==> src/rtl/alarm_pkg.sv <==
package alarm_pkg;

   localparam int NUM_FIELDS = 4;
   localparam int IDX_SEC    = 0;
   localparam int IDX_MIN    = 1;
   localparam int IDX_HOUR   = 2;
   localparam int IDX_DATE   = 3;
   localparam int MASK_BIT   = 7;

   typedef enum logic [2:0] {
      RATE_MONTH,
      RATE_DAY,
      RATE_HOUR,
      RATE_MINUTE,
      RATE_SECOND
   } rate_e;

   // Turn a seven-bit BCD pair into its binary value (no digit range check).
   function automatic logic [7:0] bcd_value(input logic [6:0] v);
      return 8'(v[6:4]) * 8'd10 + 8'(v[3:0]);
   endfunction

   // Decide whether a written byte is accepted for the given field.
   function automatic logic field_accepts(input int idx, input logic [7:0] d);
      logic [7:0] val;
      logic       ok;
      ok = 1'b0;
      case (idx)
         IDX_SEC, IDX_MIN: begin
            val = bcd_value(d[6:0]);
            ok  = (val <= 8'd59);
         end
         IDX_HOUR: begin
            val = bcd_value({1'b0, d[5:0]});
            ok  = (val <= 8'd23);
         end
         default: begin
            val = bcd_value({1'b0, d[5:0]});
            ok  = (val != 8'd0);
         end
      endcase
      return ok;
   endfunction

endpackage

==> src/rtl/alarm_reg_bank.sv <==
module alarm_reg_bank #(
   parameter int NUM    = 4,
   parameter int DATA_W = 8,
   parameter int ADDR_W = 2
) (
   input  logic                       clk,
   input  logic                       rst_n,
   input  logic                       wr_en,
   input  logic [ADDR_W-1:0]          wr_addr,
   input  logic [DATA_W-1:0]          wr_data,
   output logic [NUM-1:0][DATA_W-1:0] bytes_q
);

   for (genvar i = 0; i < NUM; i++) begin : g_field
      logic              hit;
      logic              ok;
      logic [DATA_W-1:0] q;

      assign hit = wr_en && (wr_addr == ADDR_W'(i));
      assign ok  = alarm_pkg::field_accepts(i, wr_data[7:0]);

      always_ff @(posedge clk) begin
         if (!rst_n)
            q <= '0;
         else if (hit && ok)
            q <= wr_data;
      end

      assign bytes_q[i] = q;
   end

endmodule

==> src/rtl/alarm_rate_decode.sv <==
module alarm_rate_decode (
   input  logic [3:0] masks,
   output logic [3:0] field_en
);
   import alarm_pkg::*;

   rate_e rate;

   always_comb begin
      unique case ({masks[IDX_DATE], masks[IDX_HOUR], masks[IDX_MIN], masks[IDX_SEC]})
         4'b0000: rate = RATE_MONTH;
         4'b1000: rate = RATE_DAY;
         4'b1100: rate = RATE_HOUR;
         4'b1110: rate = RATE_MINUTE;
         default: rate = RATE_SECOND;
      endcase
   end

   always_comb begin
      field_en = 4'b0000;
      case (rate)
         RATE_MONTH:  field_en = 4'b1111;
         RATE_DAY:    field_en = 4'b0111;
         RATE_HOUR:   field_en = 4'b0011;
         RATE_MINUTE: field_en = 4'b0001;
         default:     field_en = 4'b0000;
      endcase
   end

endmodule

==> src/rtl/alarm_compare.sv <==
module alarm_compare (
   input  logic       clk,
   input  logic       rst_n,
   input  logic       tick,
   input  logic [3:0] field_en,
   input  logic [6:0] al_sec,
   input  logic [6:0] al_min,
   input  logic [5:0] al_hour,
   input  logic [5:0] al_date,
   input  logic [6:0] now_sec,
   input  logic [6:0] now_min,
   input  logic [5:0] now_hour,
   input  logic [5:0] now_date,
   output logic       irq
);
   import alarm_pkg::*;

   logic [3:0] eq;

   assign eq[IDX_SEC]  = !field_en[IDX_SEC]  || (al_sec  == now_sec);
   assign eq[IDX_MIN]  = !field_en[IDX_MIN]  || (al_min  == now_min);
   assign eq[IDX_HOUR] = !field_en[IDX_HOUR] || (al_hour == now_hour);
   assign eq[IDX_DATE] = !field_en[IDX_DATE] || (al_date == now_date);

   always_ff @(posedge clk) begin
      if (!rst_n)
         irq <= 1'b0;
      else
         irq <= tick && (&eq);
   end

endmodule

==> src/rtl/rtc_alarm_match.sv <==
module rtc_alarm_match #(
   parameter int ADDR_W = 2,
   parameter int DATA_W = 8
) (
   input  logic              clk,
   input  logic              rst_n,
   input  logic [ADDR_W-1:0] reg_addr,
   input  logic              reg_wr,
   input  logic [DATA_W-1:0] reg_wdata,
   output logic [DATA_W-1:0] reg_rdata,
   input  logic              tick,
   input  logic [6:0]        now_sec,
   input  logic [6:0]        now_min,
   input  logic [5:0]        now_hour,
   input  logic [5:0]        now_date,
   output logic              alarm_irq
);
   import alarm_pkg::*;

   localparam int NUM = NUM_FIELDS;

   if (DATA_W != 8) begin : g_bad_width
      $error("rtc_alarm_match: DATA_W must be 8");
   end
   if ((1 << ADDR_W) < NUM) begin : g_bad_addr
      $error("rtc_alarm_match: ADDR_W too narrow for the alarm bytes");
   end

   logic [NUM-1:0][DATA_W-1:0] alarm_bytes;
   logic [3:0]                 masks;
   logic [3:0]                 field_en;

   alarm_reg_bank #(.NUM(NUM), .DATA_W(DATA_W), .ADDR_W(ADDR_W)) u_bank (
      .clk     (clk),
      .rst_n   (rst_n),
      .wr_en   (reg_wr),
      .wr_addr (reg_addr),
      .wr_data (reg_wdata),
      .bytes_q (alarm_bytes)
   );

   for (genvar i = 0; i < NUM; i++) begin : g_mask
      assign masks[i] = alarm_bytes[i][MASK_BIT];
   end

   alarm_rate_decode u_rate (
      .masks    (masks),
      .field_en (field_en)
   );

   alarm_compare u_cmp (
      .clk      (clk),
      .rst_n    (rst_n),
      .tick     (tick),
      .field_en (field_en),
      .al_sec   (alarm_bytes[IDX_SEC][6:0]),
      .al_min   (alarm_bytes[IDX_MIN][6:0]),
      .al_hour  (alarm_bytes[IDX_HOUR][5:0]),
      .al_date  (alarm_bytes[IDX_DATE][5:0]),
      .now_sec  (now_sec),
      .now_min  (now_min),
      .now_hour (now_hour),
      .now_date (now_date),
      .irq      (alarm_irq)
   );

   always_comb begin
      reg_rdata = '0;
      for (int k = 0; k < NUM; k++)
         if (reg_addr == ADDR_W'(k))
            reg_rdata = alarm_bytes[k];
   end

endmodule

==> config.mk <==
export PLATFORM = sky130hd
export DESIGN_NAME = rtc_alarm_match
export DESIGN_NICKNAME = d
export VERILOG_FILES = /design/src/rtl/alarm_pkg.sv /design/src/rtl/alarm_reg_bank.sv /design/src/rtl/alarm_rate_decode.sv /design/src/rtl/alarm_compare.sv /design/src/rtl/rtc_alarm_match.sv
export SDC_FILE = /design/constraint.sdc
export NUM_CORES = 1
export LEC_CHECK = 0
export BUFFER_PORTS_ARGS = -buffer_cell sky130_fd_sc_hd__buf_2
export CAP_MARGIN = 20
export CORE_ASPECT_RATIO = 2
export CORE_UTILIZATION = 57
export CTS_CLUSTER_DIAMETER = 120
export DETAILED_ROUTE_END_ITERATION = 10
export PLACE_DENSITY_LB_ADDON = 0.2
export SETUP_SLACK_MARGIN = 0.1
export SLEW_MARGIN = 15
export SYNTH_ARGS = -nofsm -noshare
export SYNTH_HDL_FRONTEND = slang
export SYNTH_SLANG_ARGS = --single-unit
==> constraint.sdc <==
create_clock -name clk -period 4.4 [get_ports clk]
set_clock_uncertainty 0.1 [all_clocks]
set_input_delay 0.44 -clock clk [delete_from_list [all_inputs] [get_ports clk]]
set_output_delay 0.44 -clock clk [all_outputs]
set_load 0.02 [all_outputs]
==> metrics.txt <==
count leader, synth nand2_1; starting DRC count in detailed routing 49; Hold-fix buffers, CTS 0; Synth area leaders dfxtp_1, mux2i_1, mux4_2; gr usage total 27.6%; worst-skew pair later-pin latency 0.29 ns; Synth top cells by count nand2_1, dfxtp_1, mux2i_1; total clock sinks 33; asr flop ratio synth 0%; Comb pwr share 20.5%; number of remaining DRC errors 4; number of routed nets with antenna violations 0; chip height 86.2 um; mean routed wirelength per cell 17.4 um; Slew headroom 34.2%; input/output buffers 48; Initial Utilization 59.8%; final design utilization 69.6%; worst hold path type input port to flip-flop; CTS Buf Count 5; final hold violations 0; layout cells sized above 1 27.3%; Pint 482 uW; Yosys top cell by area dfxtp_1; final worst-path cycle share 56.3%; CTS Root Cell clkbuf_8; critical path required time 4.51 ns; fin crit period 2.48 ns; Placeable Area 3380 sq um; first-pass GRT wire length 7.65 mm; sequential-to-total area share from yosys stat 32.7%; Max VDD drop 0.000200 V; synthesized cell area 2020 sq um; vias post-DR 1678; RePlAce Congestion 0.768; CTS tree yes; Sw Ratio 28.8%; DP HPWL 3.79 mm; critical path endpoint category flip-flop; Die Wd 44.1 um; Post-synth EDFFs 0; vias in the first global route 1702; sequential fraction of design power 47.2%; syn_area_per_cell 10.1 sq um; cell depth of the worst flop-to-flop path 5; FILL cells 281; RSZ-0062 raised after global routing no; crit path launch type input port; initial antenna violation count 0; CTS H-Tree Depth 2; WP data arrival 2.59 ns; Synth Register Bits 33; status finished, violations left; Area Growth Syn to Fin 16.5%; Clock power frac 32.3%; Leakage 0.00104 uW; Post-Syn Instances 200; Detailed Route WL 4.88 mm; Antenna diodes 0; slowest stage delay, CP 0.91 ns; GR Overflow Total 0; f_max 404 MHz; reg2reg setup slack 2.77 ns; fin nets 296; cells along the critical path buf_2 > ha_1 > a21o_1 > a21oi_1 > o32ai_1 > a2111oi_4 > mux2i_1; critical path's slowest cell a2111oi_4; prevailing post-synth register cell dfxtp_1; sw power 195 uW; Synth Warn # 0; placement row count 30; drt pass-1 iters 10; Boundary Pins 49; pwr dens 288 nW/um^2; violated checks design-rule violations; hold depth 3; Die Area 3800 sq um; net count after synthesis 248; Setup CP Type input port to flip-flop; post-CTS sizing 0; Yosys cell types 33; clock tree buffer depth 2; Max Cap Viol 0; Via density 5.97; endpoints failing setup 0; largest net degree at the start of global routing 42; CP max FO 8; Post-CTS Repair Setup Buffers 0; top cell type's share of synthesized area 32.7%; CTS clk-pin slew, worst paths 0.07 ns; Setup Total Neg Slack 0 ns; Worst-Margin Slew 0.988 ns; pins over their slew limit 0
[state kept, by name, summed over array words and instances, names as in the netlist]
register and count:
u_cmp.irq 1, u_bank.g_field.q 32
[power by group through the flow]
stage / clock (uW) / combinational, uW / sequential [uW]
after floorplan: 0 / 94.4 / 323
after global placement: 0 / 137 / 326
after detailed placement: 0 / 138 / 326
after CTS: 220 / 139 / 319
after global routing: 236 / 150 / 321
final: 219 / 138 / 320
[path summary, 6_finish.rpt]
| check | from | to |
|---|---|---|
| worst max-delay path | reg_wdata[5] | u_bank.g_field[2].q[6]$_SDFFE_PN0P_ |
| worst min-delay path | reg_wdata[7] | u_bank.g_field[3].q[7]$_SDFFE_PN0P_ |
| worst max register to register | u_bank.g_field[1].q[4]$_SDFFE_PN0P_ | u_cmp.irq$_SDFF_PN0_ |
| worst min register to register | u_bank.g_field[2].q[6]$_SDFFE_PN0P_ | u_bank.g_field[2].q[6]$_SDFFE_PN0P_ |
[cell families (layout without fill, tap and decap cells)]
family / count (synthesis) / after routing / share of synthesized area (%)
flip-flops: 33 / 33 / 32.7
buffers and inverters: 10 / 59 / 2.04
AO/OA/AOI/OAI: 20 / 20 / 9.17
XOR/XNOR: 28 / 28 / 12.1
AND/OR/NAND/NOR: 62 / 62 / 14.3
multiplexers: 39 / 39 / 24.3
adder cells (fa/ha/maj): 8 / 8 / 5.33
[placed cells by master (no fill, tap or decap), types with 2 or more instances in the layout]
| master | count |
|---|---|
| clkinv_2 | 2 |
| xor2_1 | 13 |
| a21oi_1 | 6 |
| a21o_1 | 2 |
| dfxtp_1 | 33 |
| nand3_1 | 3 |
| clkbuf_8 | 5 |
| nand4_1 | 2 |
| xnor2_1 | 15 |
| nor2b_1 | 9 |
| mux2i_1 | 31 |
| nand2_1 | 36 |
| o2111ai_2 | 2 |
| nor3_1 | 2 |
| mux4_2 | 8 |
| buf_2 | 48 |
| nor4_1 | 6 |
| ha_1 | 7 |
| inv_1 | 3 |
[through the flow]
step | total power (uW) | worst slack (ns) | hold slack, ns | cell area [sq um] | instances
6_report | 677 | 1.92 | 0.339 | 2350 | 281
2_1_floorplan | 417 | 2.04 | 0.332 | 2020 | 200
3_3_place_gp | 462 | 1.66 | 0.340 | 2270 | 273
4_1_cts | 678 | 1.95 | 0.343 | 2350 | 281
5_1_grt | 706 | 1.79 | 0.373 | 2350 | 281
3_5_place_dp | 464 | 1.66 | 0.371 | 2270 | 273
[critical path, delay by kind of cell]
kind                       cells  cell delay (ns)
AOI/OAI and AO/OA              4             1.41
muxes                          1             0.28
adders and majority gates      1             0.30
buffers and inverters          1             0.15
[per-layer routing]
metal	routed length, um	GRT usage [%]	share of wire, %	vias to the layer above
li1	-	-	-	810
met1	1850	29.6	38	786
met2	2620	48.3	54	66
met3	240	5.21	4.9	16
met4	173	15.2	3.5	0
met5	0	0	0	-
[layout make-up]
| type | instances | area (sq um) | area share, % |
|---|---|---|---|
| sequential | 33 | 661 | 28.1 |
| inverter | 3 | 11.3 | 0.479 |
| multi-input combinational | 157 | 1320 | 56.0 |
| clock buffer | 6 | 72.6 | 3.09 |
| clock inverter | 2 | 10.0 | 0.426 |
| tap | 32 | 40.0 | 1.70 |
| timing repair buffer | 48 | 240 | 10.2 |
No activity file was read; power rests on OpenSTA's default activity.
